$ cat config.mk
export PLATFORM = sky130hd
export DESIGN_NAME = bus_cycle_ctrl
export DESIGN_NICKNAME = d
export VERILOG_FILES = /design/src/rtl/bus_cycle_pkg.sv /design/src/rtl/bcc_ready_sync.sv /design/src/rtl/bcc_addr_latch.sv /design/src/rtl/bcc_seq.sv /design/src/rtl/bus_cycle_ctrl.sv
export SDC_FILE = /design/constraint.sdc
export NUM_CORES = 1
export LEC_CHECK = 0
export ABC_CLOCK_PERIOD_IN_PS = 5050
export BUFFER_PORTS_ARGS = -buffer_cell sky130_fd_sc_hd__clkbuf_2
export CAP_MARGIN = 30
export CORE_MARGIN = 2
export CORE_UTILIZATION = 53
export CTS_CLUSTER_SIZE = 16
export DETAILED_ROUTE_END_ITERATION = 7
export GPL_ROUTABILITY_DRIVEN = 0
export PLACE_DENSITY_LB_ADDON = 0.3
export SLEW_MARGIN = 10
export SYNTH_ARGS = -nofsm -noshare
export SYNTH_HDL_FRONTEND = slang
export SYNTH_SLANG_ARGS = --single-unit
$ cat constraint.sdc
create_clock -name clk_i -period 5.05 [get_ports clk_i]
set_clock_uncertainty 0.1 [all_clocks]
set_input_delay 1.01 -clock clk_i [delete_from_list [all_inputs] [get_ports clk_i]]
set_output_delay 1.01 -clock clk_i [all_outputs]
set_load 0.01 [all_outputs]
$ cat src/rtl/bus_cycle_pkg.sv
package bus_cycle_pkg;
  typedef enum logic [2:0] {
    ST_IDLE = 3'd0,
    ST_T1   = 3'd1,
    ST_T2   = 3'd2,
    ST_T3   = 3'd3,
    ST_TW   = 3'd4,
    ST_T4   = 3'd5,
    ST_HOLD = 3'd6
  } bus_state_e;
endpackage

$ cat src/rtl/bcc_ready_sync.sv
module bcc_ready_sync #(
  parameter int STAGES = 2
) (
  input  logic clk_i,
  input  logic rst_ni,
  input  logic async_i,
  output logic sync_o
);
  logic [STAGES-1:0] chain_q;

  for (genvar g = 0; g < STAGES; g++) begin : g_stage
    always_ff @(posedge clk_i or negedge rst_ni) begin
      if (!rst_ni) chain_q[g] <= 1'b0;
      else         chain_q[g] <= (g == 0) ? async_i : chain_q[(g == 0) ? 0 : g-1];
    end
  end

  assign sync_o = chain_q[STAGES-1];
endmodule

$ cat src/rtl/bcc_addr_latch.sv
module bcc_addr_latch #(
  parameter int ADDR_W = 20,
  parameter int DATA_W = 16,
  localparam int HI_W = ADDR_W - DATA_W
) (
  input  logic              clk_i,
  input  logic              rst_ni,
  input  logic              le_i,
  input  logic [DATA_W-1:0] lo_i,
  input  logic [HI_W-1:0]   hi_i,
  output logic [ADDR_W-1:0] q_o
);
  always_ff @(posedge clk_i or negedge rst_ni) begin
    if (!rst_ni)   q_o <= '0;
    else if (le_i) q_o <= {hi_i, lo_i};
  end
endmodule

$ cat src/rtl/bcc_seq.sv
module bcc_seq
  import bus_cycle_pkg::*;
#(
  parameter int ADDR_W = 20,
  parameter int DATA_W = 16
) (
  input  logic              clk_i,
  input  logic              rst_ni,
  input  logic              req_i,
  input  logic [ADDR_W-1:0] req_addr_i,
  input  logic              req_mem_i,
  input  logic              req_wr_i,
  input  logic [DATA_W-1:0] req_wdata_i,
  input  logic              ready_s_i,
  input  logic              hold_i,
  input  logic [DATA_W-1:0] ad_i,
  output logic [ADDR_W-1:0] addr_o,
  output logic              req_ack_o,
  output logic              done_o,
  output logic [DATA_W-1:0] rd_data_o,
  output logic [DATA_W-1:0] ad_o,
  output logic              ad_oe_o,
  output logic              ale_o,
  output logic              rd_no,
  output logic              wr_no,
  output logic              mio_o,
  output logic              ctrl_oe_o,
  output logic              den_no,
  output logic              dtr_o,
  output logic              hlda_o
);
  bus_state_e state_q, state_d;
  logic [ADDR_W-1:0] addr_q;
  logic [DATA_W-1:0] wdata_q, rdata_q;
  logic mem_q, wr_q;
  logic strobe, data_ph;

  always_comb begin
    state_d = state_q;
    unique case (state_q)
      ST_IDLE: state_d = hold_i ? ST_HOLD : (req_i ? ST_T1 : ST_IDLE);
      ST_T1:   state_d = ST_T2;
      ST_T2:   state_d = ST_T3;
      ST_T3,
      ST_TW:   state_d = ready_s_i ? ST_T4 : ST_TW;
      ST_T4:   state_d = hold_i ? ST_HOLD : (req_i ? ST_T1 : ST_IDLE);
      ST_HOLD: state_d = hold_i ? ST_HOLD : ST_IDLE;
      default: state_d = ST_IDLE;
    endcase
  end

  always_ff @(posedge clk_i or negedge rst_ni) begin
    if (!rst_ni) begin
      state_q <= ST_IDLE;
      addr_q  <= '0;
      wdata_q <= '0;
      mem_q   <= 1'b0;
      wr_q    <= 1'b0;
      rdata_q <= '0;
    end else begin
      state_q <= state_d;
      if (state_d == ST_T1) begin
        addr_q  <= req_addr_i;
        wdata_q <= req_wdata_i;
        mem_q   <= req_mem_i;
        wr_q    <= req_wr_i;
      end
      // capture read data on the clock that ends the strobe
      if ((state_q == ST_T3 || state_q == ST_TW) && ready_s_i && !wr_q)
        rdata_q <= ad_i;
    end
  end

  assign strobe    = (state_q == ST_T2) || (state_q == ST_T3) || (state_q == ST_TW);
  assign data_ph   = strobe || (state_q == ST_T4);
  assign ale_o     = (state_q == ST_T1);
  assign ad_oe_o   = ale_o || (wr_q && data_ph);
  assign ad_o      = ale_o ? addr_q[DATA_W-1:0] : wdata_q;
  assign rd_no     = !(strobe && !wr_q);
  assign wr_no     = !(strobe && wr_q);
  assign den_no    = !(strobe || (state_q == ST_T4 && !wr_q));
  assign mio_o     = mem_q;
  assign dtr_o     = wr_q;
  assign hlda_o    = (state_q == ST_HOLD);
  assign ctrl_oe_o = !hlda_o;
  assign req_ack_o = ale_o;
  assign done_o    = (state_q == ST_T4);
  assign rd_data_o = rdata_q;
  assign addr_o    = addr_q;
endmodule

$ cat src/rtl/bus_cycle_ctrl.sv
module bus_cycle_ctrl #(
  parameter int ADDR_W      = 20,
  parameter int DATA_W      = 16,
  parameter int SYNC_STAGES = 2,
  localparam int HI_W = ADDR_W - DATA_W
) (
  input  logic              clk_i,
  input  logic              rst_ni,
  input  logic              req_i,
  input  logic [ADDR_W-1:0] req_addr_i,
  input  logic              req_mem_i,
  input  logic              req_wr_i,
  input  logic [DATA_W-1:0] req_wdata_i,
  output logic              req_ack_o,
  output logic              done_o,
  output logic [DATA_W-1:0] rd_data_o,
  output logic [DATA_W-1:0] ad_o,
  output logic              ad_oe_o,
  input  logic [DATA_W-1:0] ad_i,
  output logic [ADDR_W-1:0] addr_latched_o,
  output logic              ale_o,
  output logic              rd_no,
  output logic              wr_no,
  output logic              mio_o,
  output logic              ctrl_oe_o,
  output logic              den_no,
  output logic              dtr_o,
  input  logic              ready_i,
  input  logic              hold_i,
  output logic              hlda_o
);
  logic              ready_s;
  logic [ADDR_W-1:0] cur_addr;

  bcc_ready_sync #(.STAGES(SYNC_STAGES)) u_rdy (
    .clk_i(clk_i), .rst_ni(rst_ni), .async_i(ready_i), .sync_o(ready_s)
  );

  bcc_seq #(.ADDR_W(ADDR_W), .DATA_W(DATA_W)) u_seq (
    .clk_i(clk_i), .rst_ni(rst_ni),
    .req_i(req_i), .req_addr_i(req_addr_i), .req_mem_i(req_mem_i),
    .req_wr_i(req_wr_i), .req_wdata_i(req_wdata_i),
    .ready_s_i(ready_s), .hold_i(hold_i), .ad_i(ad_i),
    .addr_o(cur_addr), .req_ack_o(req_ack_o), .done_o(done_o),
    .rd_data_o(rd_data_o), .ad_o(ad_o), .ad_oe_o(ad_oe_o), .ale_o(ale_o),
    .rd_no(rd_no), .wr_no(wr_no), .mio_o(mio_o), .ctrl_oe_o(ctrl_oe_o),
    .den_no(den_no), .dtr_o(dtr_o), .hlda_o(hlda_o)
  );

  // latch fed from the shared lines, as an external latch would be
  bcc_addr_latch #(.ADDR_W(ADDR_W), .DATA_W(DATA_W)) u_lat (
    .clk_i(clk_i), .rst_ni(rst_ni), .le_i(ale_o), .lo_i(ad_o),
    .hi_i(cur_addr[ADDR_W-1:DATA_W]), .q_o(addr_latched_o)
  );

  initial begin
    if (HI_W < 1) $error("ADDR_W must exceed DATA_W");
  end
endmodule

-- After elaboration in Yosys (flattened, before gate mapping)
Index checks and enable logic that the tools add are counted.
- bits in read-only memories: 0
- RAM bits: 0
- output and inout bits: 63
- memories: 0
- register bits after elaboration: 79
- input port bits: 59
- latch bits: 0
- logic and storage cells: 42
- multiply operators: 0
- div/mod/pow operators: 0
- bitwise operators: 0
- mux-type cells: 6
- add/subtract/negate cells: 0
- shift operators: 0
- order comparisons: 0
- reductions and logical operators: 20
- equal/unequal tests: 7
- operators with widths (cell ; number):
    two-way mux 16 bit ; 1
    one-hot mux 3 bit (5 select lines) ; 1
    equality test 3 bit (second input constant) ; 3
    equality test 3 x 1 -> 1 bit (second input constant) ; 2
    equality test 3 x 2 -> 1 bit (second input constant) ; 2
    logical AND 1 bit ; 6
    logical OR 1 bit ; 6
    two-way mux 3 bit ; 2
    zero test 1 bit ; 5
    OR reduction 2 bit ; 2
    zero test 3 bit ; 1
    two-way mux 1 bit ; 2

-- Logic depth before layout (Yosys ltp)
Gate-level depths: netlist of the first run.
- depth in word-level cells: 6
- gate-level depth with buffers: 7
- gate-level depth less buffers: 4

-- Modules after synthesis
From an unflattened synthesis of the first run, not the netlist that was laid out.
- cell total of the unflattened synthesis: 260
- area total of the unflattened synthesis: 3801.1 um2
- modules (own cells, without submodules) (module ; area an instance (um2) ; cells each ; instances ; seq. area each (um2)):
    bcc_seq ; 2927.8 ; 216 ; 1 ; 1426.4
    bcc_addr_latch ; 823.3 ; 42 ; 1 ; 500.5
    bcc_ready_sync ; 50.0 ; 2 ; 1 ; 50.0

-- Worst setup path after synthesis of the first run
No wires, ideal clock.
- path kind: register to output
- start: reg u_seq.state_q[1]
- end: out ad_o[10]
- data arrival time: 1.438 ns
- required time: 3.940 ns
- path slack: 2.502 ns
- buffers on the path: 3
- stages on the path, launching flop included: 8
- cell sequence: dfrtp_1 > buf_6 > or3b_1 > buf_2 > inv_2 > buf_2 > nand2_1 > nand2_1
- longest elaborated chain between the ends: 2
- RTL lines (item ; RTL line ; RTL):
    start, declared ; bcc_seq.sv:32 ; bus_state_e state_q, state_d;
    start signal, assigned ; bcc_seq.sv:61 ; state_q <= state_d;
    equality test 3 x 1 -> 1 bit ; bcc_seq.sv:76 ; assign ale_o = (state_q == ST_T1);
    net ale_o ; bus_cycle_ctrl.sv:21 ; output logic ale_o,
    two-way mux 16 bit ; bcc_seq.sv:78 ; assign ad_o = ale_o ? addr_q[DATA_W-1:0] : wdata_q;
    end, declared ; bus_cycle_ctrl.sv:17 ; output logic [DATA_W-1:0] ad_o,
The timed path passes the listed nets, and every way through them passes these cells.

-- Worst setup path in the final report of the first run
- start: reg u_seq.state_q[0]
- end: out ad_o[3]
- longest elaborated chain between the ends: 2
- RTL lines (item ; RTL line):
    equality test 3 x 1 -> 1 bit ; bcc_seq.sv:76
    two-way mux 16 bit ; bcc_seq.sv:78
Every way passes these cells.

==> results.toml, run 1 <==
[logic_synthesis]
ys_warn_count = 0
ys_types = 27
seq_area_frac_synth_pct = 59.5
syn-num-nets = 332
synthesis.instances = 273
synth.avg_cell_area_um2 = 12.2
ys_async_sr_fraction_pct = 100
synth_edf_count = 0
synth_area_um2 = 3320
synth-seq-cells = 79
dominantRegCellSynth = "dfrtp_1"

[global_route]
grt_usage_pct = 20.1
grt_pass1_wl_um = 11200
overflow = 0
grt_pass1_vias = 2487
grt_max_degree = 80
antenna_found_initial = 0

[sta]
clock.fmax_mhz = 295
fin_crit_sh_pct = 67.0
rsz0062_at_grt = "no"
finalHoldViolCount = 0
tns_ns = 0
finalCriticalPeriod_ns = 3.38
tightest_slew_ns = 0.760
relSlewSlack_pct = 49.3
timing.final.ws_setup_ns = 1.67
setup_viol = 0
finalMaxSlewViolations = 0

[pwr]
leakage_nw = 2.30
power_density_nw_per_um2 = 654
ir_worst_vdd_uv = 334

[clocking]
cts.clk_slew.worst_paths_ns = 0.07
root_buffer = "clkbuf_8"
cts_setup_buffers = 0
htree_levels = 3
insertion_delay_ns = 0.33
cts.sinks = 79
cts_tree = "built"
cts_max_path_buffers = 2
numCtsBuffers = 9
cts-resized-gates = 0
cts_hold_buffers = 0

[drt]
vias = 2365
drt_iter0_drc = 118
routed_via_density = 5.01
wirelength_um = 6590
ant_nets = 0
avgRoutedWirePerCell_um = 14.0
drc = 0
first_pass_iters = 4

[floorplan]
core-area_um2 = 5990
die_w_um = 83.2
row_count = 28
initial_utilization_pct = 55.5
io_pins = 122
die-area_um2 = 6920
die_y_um = 83.2

[critical_path]
crit_fanout = 37
crit_path_max_incr_delay_ns = 0.54
end_kind = "output port"
start_kind = "flop"
cpMostUsedCell = "nand2_1"
cp.required_ns = 3.94
crit_chain = "or3b_1 > buf_4 > inv_2 > nand2_1 > nand2_1 > clkbuf_2"
crit_path_top_delay_cell = "dfrtp_1"
crit_buf_inv = 3
path_class = "flop to output port"
cp_top_family = "buffers and inverters"
worstPathArrival_ns = 2.27

[run_status]
outcome = "finished clean"

[finish]
syn2layout_area_growth_pct = 24.6
layout_commonest_cell = "clkbuf_2"
fin_nets = 451
finalInstanceArea_um2 = 4140
diodes = 0
drive_gt1_share_pct = 49.1
mostFrequentLayoutCells = "120 x clkbuf_2, 94 x nand2_1, 79 x dfrtp_1"

[placement]
hpwl_um = 4520
pre_cts_ws_ns = 2.06
numPortBuffers = 121
place_area_um2 = 3920

[flow_run]
drv_cap = 0

[min_path]
hp-class = "flop to flop"
[where the power goes]
group	internal, mW	switching [mW]	leakage, nW
Clock	0.278	0.207	0.104
Combinational	0.562	0.540	1.23
Sequential	0.936	0.187	0.961
Total	1.78	0.934	2.30
[worst paths after layout]
| kind | cells after the start | slack, ns | startpoint | to |
|---|---|---|---|---|
| setup / recovery | 6 | 1.67 | u_seq.state_q[0]$_DFF_PN0_ | ad_o[3] |
| hold / removal | 0 | 0.25 | u_rdy.chain_q[0]$_DFF_PN0_ | u_rdy.sync_o$_DFF_PN0_ |
| setup reg to reg | 3 | 2.90 | u_seq.state_q[0]$_DFF_PN0_ | u_seq.rd_data_o[10]$_DFFE_PN0P_ |
| hold reg to reg | 0 | 0.25 | u_rdy.chain_q[0]$_DFF_PN0_ | u_rdy.sync_o$_DFF_PN0_ |
| max in group asynchronous | 2 | 3.75 | rst_ni | u_seq.addr_o[13]$_DFFE_PN0N_ |
| min in group asynchronous | 1 | 0.52 | rst_ni | u_seq.mio_o$_DFFE_PN0N_ |
[per-layer routing]
metal	vias up	part of all wire, %	GRT usage (%)
met1	1146	45	25.2
li1	1123	-	-
met2	82	47	32.6
met5	-	0	0
met4	0	2.0	8.94
met3	14	5.9	5.67
[synth_stat cells, types with 2 or more instances]
| cell | number | area [um^2] |
|---|---|---|
| nor2_1 | 3 | 11.3 |
| buf_2 | 6 | 30.0 |
| mux2_2 | 35 | 394 |
| nor3_1 | 2 | 10.0 |
| buf_6 | 5 | 56.3 |
| nand2_1 | 94 | 353 |
| mux2_4 | 19 | 285 |
| inv_1 | 6 | 22.5 |
| a211oi_1 | 2 | 15.0 |
| o21ai_0 | 4 | 20.0 |
| clkbuf_1 | 3 | 11.3 |
| dfrtp_1 | 79 | 1980 |
[worst register-to-register path, cell delays in order, from the launching register on]
cell and delay [ns]:
dfrtp_1 0.50, nor3b_2 0.32, o211a_1 0.71, mux2_2 0.41
[cell type report]
class	count	area (um^2)
Timing Repair Buffer	124	643
Tap cell	75	93.8
Clock inverter	4	70.1
Fill cell	454	1850
Clock buffer	12	135
Multi-Input combinational cell	171	1190
Sequential cell	79	1980
Inverter	7	26.3
[flip-flops by register name (all words and copies together) (netlist names)]
signal and count:
u_seq.wdata_q 16, u_lat.q_o 20, u_rdy.chain_q 1, u_seq.mio_o 1
u_seq.rd_data_o 16, u_seq.addr_o 20, u_rdy.sync_o 1, u_seq.state_q 3
u_seq.dtr_o 1
[per-stage QoR]
stage	hold WS (ns)	utilization, %	instances	power, mW
3_3_place_gp	0.233	65.4	455	2.20
5_1_grt	0.274	69.1	472	2.90
2_1_floorplan	0.231	-	273	1.86
3_5_place_dp	0.236	65.4	455	2.24
4_1_cts	0.253	68.8	471	2.74
6_report	0.249	69.1	472	2.71
[kinds of logic after synthesis]
kind of cell,Yosys count,share of synthesized area (%)
AND/OR/NAND/NOR,105,12.8
flip-flops,79,59.5
adder cells (fa/ha/maj),1,0.301
XOR/XNOR,1,0.264
buffers and inverters,23,4.56
multiplexers,55,20.7
AO/OA/AOI/OAI,9,1.88
No activity file was read; power rests on OpenSTA's default activity.
==> inputs of run 2 (changes only) <==
- ABC_CLOCK_PERIOD_IN_PS: 5050 -> 3550
- CORE_UTILIZATION: 53 -> 49
- clock period: 5.05 -> 3.55 ns (I/O delays scaled with it)
==> results.toml, run 2 (synthesis results as in run 1) <==
[run_status]
outcome = "finished clean"

[sta]
finalCriticalPeriod_ns = 3.05
tns_ns = 0
fin_crit_sh_pct = 86.0
setup_viol = 0
finalHoldViolCount = 0
relSlewSlack_pct = 48.8
rsz0062_at_grt = "no"
clock.fmax_mhz = 328
tightest_slew_ns = 0.768
finalMaxSlewViolations = 0

[clocking]
insertion_delay_ns = 0.34
htree_levels = 3
cts_max_path_buffers = 2
cts_hold_buffers = 0
cts-resized-gates = 0
cts_setup_buffers = 0
root_buffer = "clkbuf_8"
numCtsBuffers = 9
cts.clk_slew.worst_paths_ns = 0.08
cts.sinks = 79
cts_tree = "built"

[global_route]
met1_usage_pct = 21.8
overflow = 0
grt_pass1_vias = 2336
grt_pass1_wl_um = 10500
globalRouteMet2Util_pct = 30.0
grt_usage_pct = 18.1
grt-busiest-layer = "met2"
grt_max_degree = 80
antenna_found_initial = 0
grtUsageMet3_pct = 7.90

[finish]
fin_nets = 452
mostFrequentLayoutCells = "120 x clkbuf_2, 94 x nand2_1, 79 x dfrtp_1"
fin_util_pct = 62.1
fillerInstances = 577
syn2layout_area_growth_pct = 24.8
drive_gt1_share_pct = 49.6
diodes = 0
layout_commonest_cell = "clkbuf_2"

[floorplan]
die_y_um = 86.4
io_pins = 122
die_w_um = 86.4
initial_utilization_pct = 49.7
row_count = 30
core-area_um2 = 6680
die-area_um2 = 7460

[placement]
numPortBuffers = 121
hpwl_um = 4570

[flow_run]
drv_cap = 0

[drt]
ant_nets = 0
vias = 2320
wirelength_um = 6530
drt_iter0_drc = 63
first_pass_iters = 4
avgRoutedWirePerCell_um = 13.7
routed_via_density = 4.86
drc = 0

[critical_path]
cp.required_ns = 2.74
path_class = "flop to output port"
worstPathArrival_ns = 2.24
start_kind = "flop"
crit_fanout = 37
end_kind = "output port"

[pwr]
power_density_nw_per_um2 = 919
leakage_nw = 2.30
ir_worst_vdd_uv = 417

[min_path]
hp-class = "input port to async pin"
run 2: cell types whose count changed in the layout (fill, tap and decap cells not counted):
cell        before  now
clkinv_2         2    1
bufinv_16        2    1
clkinvlp_4       0    1
clkbuf_8         9   11
clkbuf_1         3    1
buf_4            3    4
run 2: power by group:
part           internal [mW]  switching (mW)  total [mW]
combinational          0.802           0.763        1.56
clock                  0.359           0.301       0.660
sequential              1.33           0.257        1.59
total                   2.49            1.32        3.81
run 2: metal layers:
metal / vias to the layer above / share of wire (%)
met3: 4 / 7.2
met5: - / 0
met4: 0 / 0.58
met2: 78 / 50
met1: 1109 / 42
li1: 1129 / -
run 2: cell type report:
class,count,area [um^2],area share [%]
Inverter,7,26.3,0.634
Tap cell,80,100,2.41
Multi-Input combinational cell,171,1190,28.8
Timing Repair Buffer,125,651,15.7
Clock buffer,12,155,3.74
Clock inverter,3,42.5,1.03
Sequential cell,79,1980,47.7
run 2: worst paths after layout:
kind | start | end | slack, ns | depth (start not counted)
worst max-delay path | u_seq.state_q[0]$_DFF_PN0_ | ad_o[2] | 0.50 | 6
worst min-delay path | rst_ni | u_seq.mio_o$_DFFE_PN0N_ | 0.21 | 1
worst max register to register | u_seq.state_q[2]$_DFF_PN0_ | u_seq.rd_data_o[7]$_DFFE_PN0P_ | 1.39 | 3
worst min register to register | u_rdy.chain_q[0]$_DFF_PN0_ | u_rdy.sync_o$_DFF_PN0_ | 0.26 | 0
max in group asynchronous | rst_ni | u_seq.wdata_q[10]$_DFFE_PN0N_ | 2.55 | 2
min in group clk_i | u_rdy.chain_q[0]$_DFF_PN0_ | u_rdy.sync_o$_DFF_PN0_ | 0.26 | 0
run 2: metrics by stage:
stage / total power [mW] / worst slack (ns) / hold slack [ns] / instance area (um^2) / cells
detailed placement: 3.19 / 0.857 / 0.240 / 3930 / 461
finish: 3.81 / 0.498 / 0.207 / 4150 / 477
global placement: 3.12 / 0.924 / 0.233 / 3930 / 461
global route: 4.09 / 0.322 / 0.215 / 4150 / 477
CTS: 3.86 / 0.470 / 0.259 / 4130 / 476
floorplan: 2.65 / 1.30 / 0.231 / 3320 / 273
run 2: worst max-delay path: stages, from the launching register on:
cell	delay, ns
dfrtp_1	0.53
or3b_1	0.38
buf_4	0.27
inv_2	0.36
nand2_1	0.13
nand2_1	0.09
clkbuf_2	0.13
